==> src/rtl/tmo_pkg.sv <==
package tmo_pkg;
  localparam int unsigned PRE_W = 2;
  localparam logic [PRE_W-1:0] PRE_LAST = '1;

  typedef enum logic {
    PRE_DIV1 = 1'b0,
    PRE_DIV4 = 1'b1
  } pre_mode_e;
endpackage

==> src/rtl/tmo_prescale.sv <==
module tmo_prescale
  import tmo_pkg::*;
(
  input  logic      clk_i,
  input  logic      rst_ni,
  input  logic      run_i,
  input  pre_mode_e mode_i,
  output logic      tick_o
);
  logic [PRE_W-1:0] pre_q;

  always_ff @(posedge clk_i or negedge rst_ni) begin
    if (!rst_ni)     pre_q <= '0;
    else if (!run_i) pre_q <= '0;
    else             pre_q <= pre_q + 1'b1;
  end

  always_comb begin
    tick_o = 1'b0;
    if (run_i) tick_o = (mode_i == PRE_DIV1) ? 1'b1 : (pre_q == PRE_LAST);
  end

  // in divide mode ticks are never back to back
  a_r4_tick_spacing: assert property (@(posedge clk_i) disable iff (!rst_ni)
    (tick_o && mode_i == PRE_DIV4) |=> !tick_o);
  // stopping restarts the phase
  a_r7_pre_restart: assert property (@(posedge clk_i) disable iff (!rst_ni)
    !run_i |=> (pre_q == '0));
endmodule

==> src/rtl/tmo_count.sv <==
module tmo_count #(
  parameter int unsigned CNT_W = 14
) (
  input  logic clk_i,
  input  logic rst_ni,
  input  logic run_i,
  input  logic tick_i,
  output logic expire_o
);
  localparam logic [CNT_W-1:0] CNT_MAX = '1;

  logic [CNT_W-1:0] cnt_q;

  always_ff @(posedge clk_i or negedge rst_ni) begin
    if (!rst_ni)     cnt_q <= '0;
    else if (!run_i) cnt_q <= '0;
    else if (tick_i) cnt_q <= cnt_q + 1'b1;
  end

  assign expire_o = tick_i && (cnt_q == CNT_MAX);

  // held at zero while gated
  a_r3_hold_zero: assert property (@(posedge clk_i) disable iff (!rst_ni)
    !run_i |=> (cnt_q == '0));
  // a tick advances by exactly one
  a_r2_step: assert property (@(posedge clk_i) disable iff (!rst_ni)
    (tick_i && cnt_q != CNT_MAX) |=> (cnt_q == $past(cnt_q) + 1'b1));
  // wrap returns to zero
  a_r9_wrap_zero: assert property (@(posedge clk_i) disable iff (!rst_ni)
    expire_o |=> (cnt_q == '0));
  // no tick, no movement while running
  a_r2_hold_no_tick: assert property (@(posedge clk_i) disable iff (!rst_ni)
    (run_i && !tick_i) |=> $stable(cnt_q));
endmodule

==> src/rtl/tmo_flag.sv <==
module tmo_flag (
  input  logic clk_i,
  input  logic rst_ni,
  input  logic set_i,
  input  logic clr_i,
  output logic flag_o
);
  logic flag_q;

  always_ff @(posedge clk_i or negedge rst_ni) begin
    if (!rst_ni) flag_q <= 1'b0;
    else         flag_q <= set_i | (flag_q & ~clr_i);
  end

  assign flag_o = flag_q;

  // set dominates clear
  a_r8_set_wins: assert property (@(posedge clk_i) disable iff (!rst_ni)
    set_i |=> flag_q);
  // sticky without a clear
  a_r5_sticky: assert property (@(posedge clk_i) disable iff (!rst_ni)
    (flag_q && !clr_i) |=> flag_q);
  // clear without set empties the flag
  a_r5_clear: assert property (@(posedge clk_i) disable iff (!rst_ni)
    (clr_i && !set_i) |=> !flag_q);
endmodule

==> src/rtl/i2c_tmo_watchdog.sv <==
module i2c_tmo_watchdog
  import tmo_pkg::*;
#(
  parameter int unsigned CNT_W = 14
) (
  input  logic clk_i,
  input  logic rst_ni,
  input  logic en_i,
  input  logic div4_i,
  input  logic si_i,
  input  logic tmo_clr_i,
  input  logic irq_en_i,
  output logic tmo_flag_o,
  output logic irq_o
);
  logic      run;
  logic      tick;
  logic      expire;
  pre_mode_e mode;

  assign run  = en_i & ~si_i;
  assign mode = div4_i ? PRE_DIV4 : PRE_DIV1;

  tmo_prescale u_pre (
    .clk_i  (clk_i),
    .rst_ni (rst_ni),
    .run_i  (run),
    .mode_i (mode),
    .tick_o (tick)
  );

  tmo_count #(.CNT_W(CNT_W)) u_cnt (
    .clk_i    (clk_i),
    .rst_ni   (rst_ni),
    .run_i    (run),
    .tick_i   (tick),
    .expire_o (expire)
  );

  tmo_flag u_flag (
    .clk_i  (clk_i),
    .rst_ni (rst_ni),
    .set_i  (expire),
    .clr_i  (tmo_clr_i),
    .flag_o (tmo_flag_o)
  );

  assign irq_o = tmo_flag_o & irq_en_i;

  // request only with enable and flag
  a_r6_irq_gate: assert property (@(posedge clk_i) disable iff (!rst_ni)
    irq_o |-> (irq_en_i && tmo_flag_o));
  // a gated cycle can never raise a new flag
  a_r3_no_set_gated: assert property (@(posedge clk_i) disable iff (!rst_ni)
    (!run && !tmo_flag_o) |=> !tmo_flag_o);
  // flag and request clear while reset is held
  always_comb if (!rst_ni) a_r1_reset: assert (!irq_o);
endmodule

==> config.mk <==
export PLATFORM = sky130hd
export DESIGN_NAME = i2c_tmo_watchdog
export DESIGN_NICKNAME = d
export VERILOG_FILES = /design/src/rtl/tmo_pkg.sv /design/src/rtl/tmo_prescale.sv /design/src/rtl/tmo_count.sv /design/src/rtl/tmo_flag.sv /design/src/rtl/i2c_tmo_watchdog.sv
export SDC_FILE = /design/constraint.sdc
export NUM_CORES = 1
export LEC_CHECK = 0
export CAP_MARGIN = 20
export CORE_AREA = 2 2 64 66
export CTS_CLUSTER_DIAMETER = 80
export DETAILED_ROUTE_END_ITERATION = 10
export DIE_AREA = 0 0 66 68
export PLACE_DENSITY = 0.44
export SLEW_MARGIN = 0
export SYNTH_ARGS = -nofsm -noshare
export SYNTH_HDL_FRONTEND = slang
export SYNTH_HIERARCHICAL = 1
export SYNTH_SLANG_ARGS = --single-unit
==> constraint.sdc <==
create_clock -name clk_i -period 1.7 [get_ports clk_i]
set_input_delay 0.425 -clock clk_i [delete_from_list [all_inputs] [get_ports clk_i]]
set_output_delay 0.425 -clock clk_i [all_outputs]
set_load 0.03 [all_outputs]
==> results of run 1 <==
==> metrics by stage <==
step | setup slack [ns] | std cells | utilization (%) | total power, mW | hold WS (ns)
after floorplan | 0.003481 | 86 | - | 0.4363 | 0.1294
after global placement | -0.3773 | 146 | 27.03 | 0.4672 | 0.4226
after detailed placement | -0.4182 | 146 | 27.03 | 0.4672 | 0.4230
after CTS | 0.09520 | 150 | 28.42 | 0.7823 | 0.4419
after global routing | 0.008472 | 150 | 28.94 | 0.8076 | 0.4585
final | 0.1371 | 150 | 28.94 | 0.7675 | 0.4409
==> flip-flops by register name, summed over array words and instances, names as in the netlist <==
name           count
u_pre/pre_q        2
u_cnt/cnt_q       14
u_flag/flag_o      1
==> layer usage <==
layer / wire [um] / vias to the layer above
met5: 0 / -
met4: 11 / 0
met3: 56 / 2
met2: 768 / 8
met1: 882 / 305
li1: - / 327
==> final timing paths <==
check / from / endpoint / slack (ns) / cells after the start
hold reg to reg: u_pre/pre_q[0] / u_pre/pre_q[0] / 0.44 / 1
min in group asynchronous: rst_ni / u_cnt/cnt_q[7] / 0.48 / 2
setup / recovery: u_pre/pre_q[0] / u_cnt/cnt_q[13] / 0.14 / 6
setup reg to reg: u_pre/pre_q[0] / u_cnt/cnt_q[13] / 0.14 / 6
max in group asynchronous: rst_ni / u_cnt/cnt_q[3] / 1.02 / 2
hold / removal: u_pre/pre_q[0] / u_pre/pre_q[0] / 0.44 / 1
==> power by group <==
group / total (mW) / switching, mW / internal, mW
combinational: 0.0501 / 0.0258 / 0.0242
sequential: 0.409 / 0.00199 / 0.407
clock: 0.308 / 0.146 / 0.163
==> layout make-up <==
type / count / area [um^2] / share of cell area, %
Timing Repair Buffer: 12 / 110.1 / 9.866
Clock buffer: 3 / 41.29 / 3.700
Clock inverter: 1 / 5.005 / 0.4484
Multi-Input combinational cell: 62 / 452.9 / 40.58
Inverter: 5 / 18.77 / 1.682
Sequential cell: 17 / 425.4 / 38.12
Tap cell: 50 / 62.56 / 5.605
==> cell usage after synthesis, types with 3 or more instances <==
library cell / count
a21oi_1: 4
dfrtp_1: 17
inv_1: 4
mux2i_1: 3
nand2_1: 5
nand3_1: 6
nand4_1: 3
nor2_1: 8
xor2_1: 5
==> timing repair <==
action	CTS	global route
resized for setup	5	4
setup buffers	0	0
pin swaps	3	0
setup endpoints to repair	8	4
==> worst max-delay path, cell delays in order, from the launching register on <==
cell,delay (ns)
dfrtp_1,0.36
ha_1,0.14
inv_1,0.07
a21boi_4,0.22
o211ai_4,0.14
or4_1,0.41
a21oi_1,0.15
==> cells by family after synthesis <==
| logic type | Yosys count | share of synthesized area (%) |
|---|---|---|
| AND/OR/NAND/NOR | 39 | 25.97 |
| flip-flops | 17 | 48.78 |
| AO/OA/AOI/OAI | 11 | 8.751 |
| XOR/XNOR | 7 | 7.030 |
| buffers and inverters | 7 | 3.155 |
| multiplexers | 3 | 3.443 |
| adder cells (fa/ha/maj) | 2 | 2.869 |
==> out/metrics.csv, run 1 <==
stage;metric;value;unit
cts;cts_tree;built;
finish;nFillCells;426;
sta;relSlewSlack;80.63;%
finish;antenna_cells;0;
cts;clock_sinks;17;
cts;cts-root-buf;clkbuf_8;
status;status;finished, final reports clean;
yosys;avgSynthCellArea;10.14;um^2
finish;layout-drive-gt1-share;19.00;%
sta;tns;0;ns
global_routing;met3_usage;1.645;%
power_and_ir_drop;power.density;687.7;nW/um^2
yosys;synth-seq-cells;17;
finish;area_growth;27.98;%
yosys;synth_top_cell_area_share;48.78;%
yosys;synthesis.nets;95;
global_routing;met2_usage;13.01;%
sta;fmax;639.9;MHz
cts;cts_buffer_depth;2;
die;pin_count;9;
placed_design;place_congestion;0.7464;
sta;hold_viol;0;
sta;rsz0062_at_grt;false;
global_routing;grt_pass1_vias;647;
routing;wl_per_cell;11.45;um
yosys;synthTopCellsByArea;dfrtp_1 (49%), xor2_1 (5.0%), mux2i_1 (3.4%);
yosys;synth_cells;86;
sta;worst_slew_pin_slew;0.2891;ns
routing;postRouteAntennaNets;0;
run;maxCapViolCount;0;
worst_setup_path;path_max_fanout;8;
yosys;synth_area;872.1;um^2
global_routing;busiest_layer;met2;
cts;clkTransAtPathRegs;0.07;ns
die;die_w;66;um
finish;layout_common_cells;dfrtp_1 (17), nor2_1 (8), nand3_1 (6);
routing;drt_first_pass_iters;4;
die;die_h;68;um
yosys;synth.largest_area_cell;dfrtp_1;
power_and_ir_drop;peakVddDrop;0.2624;mV
sta;period_share;91.93;%
routing;drt_wl_total;1.718;mm
worst_hold_path;hold_path.class;register to register;
yosys;synth_edf_count;0;
worst_setup_path;cp.arrival;1.75;ns
worst_setup_path;endpoint_kind;register;
global_routing;grt_max_degree;18;
global_routing;grt.total_usage;9.027;%
power_and_ir_drop;leakagePower;0.4811;nW
placed_design;dpl_cell_area;1042;um^2
global_routing;grt-ovfl-total;0;
worst_setup_path;critical_path_class;register to register;
finish;final_common_cell;dfrtp_1;
yosys;ys_seq_area_share;48.78;%
sta;setup-violations-final;0;
finish;final_area;1116;um^2
die;rows;23;
die;die_area;4488;um^2
cts;worstSkewPairLatency;0.25;ns
placed_design;portBuffers;8;
routing;vias;642;
global_routing;antenna_found_initial;0;
die;start_util;22.62;%
routing;vias_per_cell;4.280;
yosys;yosysWarnings;6;
sta;skew;0.005521;ns
global_routing;met1_usage;12.88;%
die;core-area;3856;um^2
sta;slew_viol_final;0;
yosys;ys_types;31;
placed_design;dp_hpwl;1.148;mm
routing;drt_iter0_drc;10;
sta;post-route-min-period;1.563;ns
yosys;synthFlopType;dfrtp_1;
yosys;ys_async_sr_fraction;100.0;%
routing;drc;0;
cts;hold_buffers;0;
worst_setup_path;cp.required;1.88;ns
finish;nets;110;
cts;htreeDepth;1;
global_routing;grt_pass1_wl;3.063;mm
cts;numCtsBuffers;3;
worst_setup_path;start_kind;register;
Note: power is estimated with default switching activity, not from simulation.
==> inputs of run 2 (changes only) <==
--- a/config.mk
+++ b/config.mk
@@ -5,7 +5,6 @@
 export SDC_FILE = /design/constraint.sdc
 export NUM_CORES = 1
 export LEC_CHECK = 0
-export CAP_MARGIN = 20
 export CORE_AREA = 2 2 64 66
 export CTS_CLUSTER_DIAMETER = 80
 export DETAILED_ROUTE_END_ITERATION = 10
==> results of run 2 <==
Final layout, timing and power as in run 1 (identical DEF).
==> inputs of run 3 (changes only) <==
--- a/config.mk
+++ b/config.mk
@@ -5,6 +5,7 @@
 export SDC_FILE = /design/constraint.sdc
 export NUM_CORES = 1
 export LEC_CHECK = 0
+export ABC_CLOCK_PERIOD_IN_PS = 1700
 export CORE_AREA = 2 2 64 66
 export CTS_CLUSTER_DIAMETER = 80
 export DETAILED_ROUTE_END_ITERATION = 10
==> results of run 3 <==
Final layout, timing and power as in run 1 (identical DEF).
